===== config.mk =====
export PLATFORM = sky130hd
export DESIGN_NAME = wb_rr_arbiter
export DESIGN_NICKNAME = d
export VERILOG_FILES = /design/src/rtl/wb_arb_pkg.sv /design/src/rtl/wb_lat_pipe.sv /design/src/rtl/wb_fifo.sv /design/src/rtl/wb_rr_scan.sv /design/src/rtl/wb_rr_arbiter.sv
export SDC_FILE = /design/constraint.sdc
export NUM_CORES = 1
export LEC_CHECK = 0
export BUFFER_PORTS_ARGS = -buffer_cell sky130_fd_sc_hd__buf_2
export CORE_AREA = 4 4 207 209
export DETAILED_ROUTE_END_ITERATION = 10
export DIE_AREA = 0 0 211 213
export GPL_TIMING_DRIVEN = 0
export HOLD_SLACK_MARGIN = 0.02
export PLACE_DENSITY = 0.75
export RECOVER_POWER = 50
export SYNTH_ARGS = -nofsm -noshare
export SYNTH_HDL_FRONTEND = slang
export SYNTH_HIERARCHICAL = 1
export SYNTH_SLANG_ARGS = --single-unit

===== constraint.sdc =====
create_clock -name clk -period 4.96 [get_ports clk]
set_input_delay 0.992 -clock clk [delete_from_list [all_inputs] [get_ports clk]]
set_output_delay 0.992 -clock clk [all_outputs]
set_load 0.02 [all_outputs]

===== src/rtl/wb_arb_pkg.sv =====
package wb_arb_pkg;
   // modular advance of a ring index
   function automatic int unsigned rr_wrap(input int unsigned base,
                                           input int unsigned off,
                                           input int unsigned n);
      return (base + off) % n;
   endfunction
endpackage


===== src/rtl/wb_lat_pipe.sv =====
module wb_lat_pipe #(
   parameter int unsigned LAT = 1,
   parameter int unsigned W   = 8
) (
   input  logic         clk,
   input  logic         rst_n,
   input  logic         in_v,
   input  logic [W-1:0] in_d,
   output logic         out_v,
   output logic [W-1:0] out_d
);
   if (LAT < 1) begin : g_bad_lat
      $error("wb_lat_pipe: LAT must be at least 1");
   end

   logic [LAT-1:0]        v_q;
   logic [LAT-1:0][W-1:0] d_q;

   always_ff @(posedge clk or negedge rst_n) begin
      if (!rst_n) begin
         v_q <= '0;
      end else begin
         v_q[0] <= in_v;
         for (int s = 1; s < int'(LAT); s++) v_q[s] <= v_q[s-1];
      end
   end

   always_ff @(posedge clk) begin
      d_q[0] <= in_d;
      for (int s = 1; s < int'(LAT); s++) d_q[s] <= d_q[s-1];
   end

   assign out_v = v_q[LAT-1];
   assign out_d = d_q[LAT-1];
endmodule


===== src/rtl/wb_fifo.sv =====
module wb_fifo #(
   parameter int unsigned DEPTH = 4,
   parameter int unsigned W     = 8
) (
   input  logic         clk,
   input  logic         rst_n,
   input  logic         push,
   input  logic [W-1:0] din,
   input  logic         pop,
   output logic [W-1:0] dout,
   output logic         empty,
   output logic         ovf
);
   localparam int unsigned AW = (DEPTH > 1) ? $clog2(DEPTH) : 1;
   localparam int unsigned CW = $clog2(DEPTH + 1);

   if (DEPTH < 1) begin : g_bad_depth
      $error("wb_fifo: DEPTH must be at least 1");
   end

   logic [W-1:0]  mem [DEPTH];
   logic [AW-1:0] rd_q, wr_q;
   logic [CW-1:0] cnt_q;
   logic          ovf_q;
   logic          full, do_pop, do_push;

   assign full    = (cnt_q == CW'(DEPTH));
   assign empty   = (cnt_q == '0);
   assign do_pop  = pop && !empty;
   assign do_push = push && (!full || do_pop);

   always_ff @(posedge clk or negedge rst_n) begin
      if (!rst_n) begin
         rd_q  <= '0;
         wr_q  <= '0;
         cnt_q <= '0;
         ovf_q <= 1'b0;
      end else begin
         if (do_pop)  rd_q <= (rd_q == AW'(DEPTH-1)) ? '0 : rd_q + 1'b1;
         if (do_push) wr_q <= (wr_q == AW'(DEPTH-1)) ? '0 : wr_q + 1'b1;
         cnt_q <= cnt_q + CW'(do_push) - CW'(do_pop);
         if (push && full && !pop) ovf_q <= 1'b1;
      end
   end

   always_ff @(posedge clk) begin
      if (do_push) mem[wr_q] <= din;
   end

   assign dout = mem[rd_q];
   assign ovf  = ovf_q;

   // a grant never reaches an empty buffer
   assert_pop_nonempty_R5: assert property (@(posedge clk) disable iff (!rst_n)
      pop |-> !empty);
   // arrival at a full buffer with no departure raises the flag
   assert_ovf_flag_R3: assert property (@(posedge clk) disable iff (!rst_n)
      (push && full && !pop) |=> ovf);
   // flag is sticky
   assert_ovf_sticky_R3: assert property (@(posedge clk) disable iff (!rst_n)
      ovf |=> ovf);
   // occupancy never exceeds the depth
   assert_count_bound_R3: assert property (@(posedge clk) disable iff (!rst_n)
      cnt_q <= CW'(DEPTH));
endmodule


===== src/rtl/wb_rr_scan.sv =====
module wb_rr_scan
   import wb_arb_pkg::*;
#(
   parameter int unsigned N    = 4,
   parameter int unsigned C    = 2,
   parameter int unsigned CH_W = 2
) (
   input  logic [CH_W-1:0]         start,
   input  logic [N-1:0]            avail,
   output logic [N-1:0]            grant,
   output logic [C-1:0]            slot_v,
   output logic [C-1:0][CH_W-1:0]  slot_ch,
   output logic [CH_W-1:0]         next_start
);
   always_comb begin
      int unsigned used;
      int unsigned visits;
      int unsigned idx;
      logic        done;
      grant   = '0;
      slot_v  = '0;
      slot_ch = '0;
      used    = 0;
      visits  = N;
      done    = 1'b0;
      for (int unsigned k = 0; k < N; k++) begin
         idx = rr_wrap(int'(start), k, N);
         if (!done && avail[idx]) begin
            grant[idx]    = 1'b1;
            slot_v[used]  = 1'b1;
            slot_ch[used] = CH_W'(idx);
            used          = used + 1;
            if (used == C) begin
               done   = 1'b1;
               visits = k + 1;
            end
         end
      end
      next_start = CH_W'(rr_wrap(int'(start), visits, N));
   end
endmodule


===== src/rtl/wb_rr_arbiter.sv =====
module wb_rr_arbiter #(
   parameter int unsigned NUM_CH    = 4,
   parameter int unsigned COMMIT_W  = 2,
   parameter int unsigned BUF_DEPTH = 4,
   parameter int unsigned BASE_LAT  = 1,
   parameter int unsigned TAG_W     = 6,
   parameter int unsigned DATA_W    = 16,
   localparam int unsigned CH_W     = (NUM_CH > 1) ? $clog2(NUM_CH) : 1
) (
   input  logic                         clk,
   input  logic                         rst_n,
   input  logic [NUM_CH-1:0]            iss_valid,
   input  logic [NUM_CH*TAG_W-1:0]      iss_tag,
   input  logic [NUM_CH*DATA_W-1:0]     iss_data,
   output logic [COMMIT_W-1:0]          wb_valid,
   output logic [COMMIT_W*CH_W-1:0]     wb_chan,
   output logic [COMMIT_W*TAG_W-1:0]    wb_tag,
   output logic [COMMIT_W*DATA_W-1:0]   wb_data,
   output logic [NUM_CH-1:0]            buf_ovf
);
   localparam int unsigned EW = TAG_W + DATA_W;

   if (NUM_CH < 2)    begin : g_bad_ch    $error("wb_rr_arbiter: NUM_CH must be at least 2"); end
   if (COMMIT_W < 1)  begin : g_bad_cw    $error("wb_rr_arbiter: COMMIT_W must be at least 1"); end
   if (BASE_LAT < 1)  begin : g_bad_lat   $error("wb_rr_arbiter: BASE_LAT must be at least 1"); end

   logic [NUM_CH-1:0][EW-1:0]       head;
   logic [NUM_CH-1:0]               empty;
   logic [NUM_CH-1:0]               avail;
   logic [NUM_CH-1:0]               grant;
   logic [COMMIT_W-1:0]             slot_v;
   logic [COMMIT_W-1:0][CH_W-1:0]   slot_ch;
   logic [CH_W-1:0]                 ptr_q, ptr_d;

   for (genvar ch = 0; ch < NUM_CH; ch++) begin : g_chan
      logic          done_v;
      logic [EW-1:0] done_d;

      wb_lat_pipe #(.LAT(BASE_LAT + ch), .W(EW)) pipe_i (
         .clk   (clk),
         .rst_n (rst_n),
         .in_v  (iss_valid[ch]),
         .in_d  ({iss_tag[ch*TAG_W +: TAG_W], iss_data[ch*DATA_W +: DATA_W]}),
         .out_v (done_v),
         .out_d (done_d)
      );

      wb_fifo #(.DEPTH(BUF_DEPTH), .W(EW)) buf_i (
         .clk   (clk),
         .rst_n (rst_n),
         .push  (done_v),
         .din   (done_d),
         .pop   (grant[ch]),
         .dout  (head[ch]),
         .empty (empty[ch]),
         .ovf   (buf_ovf[ch])
      );
   end

   assign avail = ~empty;

   wb_rr_scan #(.N(NUM_CH), .C(COMMIT_W), .CH_W(CH_W)) scan_i (
      .start      (ptr_q),
      .avail      (avail),
      .grant      (grant),
      .slot_v     (slot_v),
      .slot_ch    (slot_ch),
      .next_start (ptr_d)
   );

   always_ff @(posedge clk or negedge rst_n) begin
      if (!rst_n) ptr_q <= '0;
      else        ptr_q <= ptr_d;
   end

   for (genvar c = 0; c < COMMIT_W; c++) begin : g_slot
      logic [EW-1:0] sel;
      assign sel                          = slot_v[c] ? head[slot_ch[c]] : '0;
      assign wb_valid[c]                  = slot_v[c];
      assign wb_chan[c*CH_W +: CH_W]      = slot_v[c] ? slot_ch[c] : '0;
      assign wb_tag[c*TAG_W +: TAG_W]     = sel[EW-1 -: TAG_W];
      assign wb_data[c*DATA_W +: DATA_W]  = sel[DATA_W-1:0];

      if (c > 0) begin : g_pack
         // slots fill from slot 0 upward
         assert_packed_R6: assert property (@(posedge clk) disable iff (!rst_n)
            wb_valid[c] |-> wb_valid[c-1]);
      end
      for (genvar o = 0; o < c; o++) begin : g_uniq
         // one entry per buffer per cycle
         assert_distinct_R5: assert property (@(posedge clk) disable iff (!rst_n)
            (wb_valid[c] && wb_valid[o]) |->
            (wb_chan[c*CH_W +: CH_W] != wb_chan[o*CH_W +: CH_W]));
      end
   end

   // only non-empty buffers are granted
   assert_grant_nonempty_R5: assert property (@(posedge clk) disable iff (!rst_n)
      (grant & empty) == '0);
   // bus filled up to the smaller of capacity and demand
   assert_fill_R4: assert property (@(posedge clk) disable iff (!rst_n)
      $countones(wb_valid) == (($countones(avail) < COMMIT_W) ?
                               $countones(avail) : COMMIT_W));
   // capacity left over keeps the scan start in place
   assert_hold_ptr_R9: assert property (@(posedge clk) disable iff (!rst_n)
      ($countones(avail) < COMMIT_W) |=> (ptr_q == $past(ptr_q)));
endmodule


==> flow_summary_export.csv <==
group,metric,value,unit
critical_path,crit_chain,"buf_8 > inv_6 > ha_4 > mux4_2 > ha_4 > nor2b_4 > inv_2 > fa_1 > nor2_2 > nand2_1 > or3_4 > o21ai_4 > buf_12 > clkbuf_16 > mux2i_2 > o22ai_4 > buf_6",
critical_path,reg2reg_depth,14,
floorplan,coreArea,40800,µm²
route,firstDrtPassIters,4,
placement,dpl.hpwl,28100,µm
route,via_count,10900,
logic_synthesis,synth.top_cell.area_share,48.2,%
status,status,"finished with violations",
timing,fin_crit,5680,ps
route,finalWirelength,45200,µm
logic_synthesis,synth-seq-cells,616,
clock_tree,cts_buffers,59,
cells_and_area,postLayoutCellArea,27300,µm²
cells_and_area,final_cell_mix,"edfxtp_1, dfxtp_1, buf_2",
cells_and_area,diodes,0,
critical_path,ff2ff_setup_slack,580,ps
critical_path,cp_common_cell,"ha_4",
job,max-cap-violations,0,
route,wl_per_cell,22.6,µm
global_routing,grt_overflow,0,
timing,hold_viol,0,
logic_synthesis,yosys.area.top_type,"edfxtp_1",
clock_tree,cts_hold_buf,0,
cells_and_area,fin_nets,1556,
route,drt_iter0_markers,817,
floorplan,die_h,213,µm
logic_synthesis,seq_area_frac_synth,73.3,%
timing,maxSlewViolCount,0,
timing,worst_slew_pin_slew,1310,ps
logic_synthesis,async_flop_share,7.14,%
critical_path,rr_endpoint,"g_chan[0].buf_i/mem[0][15]",
logic_synthesis,synth_top_flop_cell,"edfxtp_1",
min_path,holdPathStages,0,
critical_path,cp.required,3970,ps
critical_path,r2r_start,"ptr_q[1]",
placement,routabilityCongestion,0.879,
route,drcViolationCount,0,
floorplan,rows,74,
clock_tree,path_clk_slew,60,ps
global_routing,antenna_found_initial,0,
cells_and_area,drive_gt1_share,41.5,%
cells_and_area,final_common_cell,"edfxtp_1",
clock_tree,clock_latency,620,ps
timing,period_share,115,%
floorplan,chipWidth,211,µm
placement,numPortBuffers,147,
timing,setup-violations-final,49,
critical_path,end_kind,"output pin",
clock_tree,cts_root_buf,"clkbuf_16",
logic_synthesis,avgSynthCellArea,18.8,µm²
global_routing,gr-usage-all-layers,19.7,%
route,via_per_inst,5.44,
timing,setup_ws,-723,ps
cells_and_area,n_fill_cell,2619,
logic_synthesis,netlist_area,21900,µm²
timing,fin_hold_ws,325,ps
critical_path,cp_slowest_cell,"mux4_2",
logic_synthesis,synth.area.top_cells,"edfxtp_1, dfxtp_1, mux4_2",
floorplan,dieArea,44900,µm²
floorplan,initial_utilization,53.7,%
timing,skew,23.6,ps
floorplan,pin_count,148,
critical_path,timing_worst_setup_path_type,"reg -> out",
placement,placed_area,23700,µm²
critical_path,critPathLaunchType,"register",
timing,max-slew-margin-rel,12.8,%
clock_tree,clock_path_buffers,3,
critical_path,critPathMaxFanout,7,
critical_path,critPathMaxStageDelay,570,ps
logic_synthesis,synth_cells,1164,
clock_tree,h-tree-depth,2,
clock_tree,clock_sinks,616,
critical_path,critical_path_arrival,4690,ps
route,drtAntennaViolNets,0,
logic_synthesis,synth_nets,1302,
timing,grt_setup_unrepaired,"yes",
global_routing,grt_max_degree,45,
logic_synthesis,yosys.cell_types.count,41,
global_routing,grt_pass1_vias,11200,
cells_and_area,syn2layout_area_growth,24.6,%
logic_synthesis,synth-edff-count,352,
global_routing,grt_pass1_wl,66500,µm
clock_tree,cts_tree,"built",
logic_synthesis,yosysWarnings,6,
min_path,min_to,"g_chan[2].pipe_i/d_q[26]",
timing,max_freq,0.176,GHz
status,violations,"setup timing",
min_path,holdCritPathClass,"reg -> reg",
min_path,hold_start,"g_chan[2].pipe_i/d_q[4]",
[cells by family after synthesis]
kind of cell,share of synthesized area [%]
compound gates,1.93
xor+xnor,0.399
fa+ha+maj,2.68
buf+inv,4.74
flops,73.3
mux,14.6
simple gates,2.35
[cell usage after synthesis, drive strengths merged, types with 6 or more instances]
| master | n |
|---|---|
| mux4 | 90 |
| dfrtp | 44 |
| o22ai | 44 |
| o21ai | 6 |
| nand2 | 19 |
| mux2i | 93 |
| nand2b | 6 |
| inv | 40 |
| nor2 | 14 |
| edfxtp | 352 |
| ha | 39 |
| mux2 | 19 |
| dfxtp | 220 |
| buf | 103 |
| nor2b | 8 |
| nor3 | 6 |
| and2 | 18 |
[per-layer routing]
metal / wire length (µm) / track usage, % / up-vias
met5: 0 / 0 / -
met4: 983 / 5.68 / 0
met3: 3280 / 5.36 / 72
met2: 22800 / 31.8 / 366
met1: 18100 / 26.7 / 5591
li1: - / - / 4862
[critical path, delay by kind of cell (launching register included)]
kind	cells	cell delay, ps
adders and majority gates	3	970
muxes	2	850
AOI/OAI and AO/OA	2	380
and+or+nand+nor	4	740
buffers and inverters	6	720
DFF	1	390
[registers in the layout, indices dropped and copies added, names as in the netlist]
signal	flops
g_chan.buf_i/wr_q	8
g_chan.pipe_i/v_q	9
g_chan.buf_i/cnt_q	12
g_chan.buf_i/rd_q	8
g_chan.buf_i/mem	352
g_chan.buf_i/ovf	4
g_chan.pipe_i/out_d	88
ptr_q	2
g_chan.pipe_i/out_v	1
g_chan.pipe_i/d_q	132
[area by class of cell]
cell class / instances / area (µm²) / share of cell area [%]
inverters: 40 / 158 / 0.577
plain buffers: 105 / 800 / 2.93
clock buffers: 86 / 1880 / 6.87
flip-flops and latches: 616 / 16100 / 58.9
repair buffers: 195 / 1420 / 5.18
clock inverters: 26 / 218 / 0.797
well taps: 532 / 666 / 2.44
multi-input cells: 401 / 6110 / 22.4
[worst max path at each step]
stage / from / end / slack, ps / cells after the start
after floorplan: ptr_q[0] / wb_data[27] / -10 / 16
after detailed placement: g_chan[1].buf_i/cnt_q[1] / wb_data[17] / -580 / 17
after global placement: g_chan[1].buf_i/cnt_q[1] / wb_data[27] / -640 / 18
final: ptr_q[1] / wb_tag[7] / -720 / 17
after CTS: ptr_q[1] / wb_data[21] / -720 / 19
after global routing: g_chan[1].buf_i/cnt_q[1] / wb_tag[7] / -870 / 16
[repair_timing]
item                                    4_1_cts  5_1_grt
cloned                                        3        2
pin swaps                                    14       22
endpoints found under the setup margin       50       49
gates resized for setup                     214       61
setup buffers                                34       10
[stage by stage]
stage	util [%]	TNS, ps	instances	worst slack [ps]
6_report	66.9	-27480	2001	-723
5_1_grt	66.9	-34360	2001	-874
4_1_cts	66.5	-26180	1992	-717
3_5_place_dp	58.1	-18920	1843	-583
3_3_place_gp	58.1	-20620	1843	-644
2_1_floorplan	-	-272	1164	-14.5
Power is not shown: default switching activity piles up to over one toggle a cycle in this logic, so the estimate is an artifact.
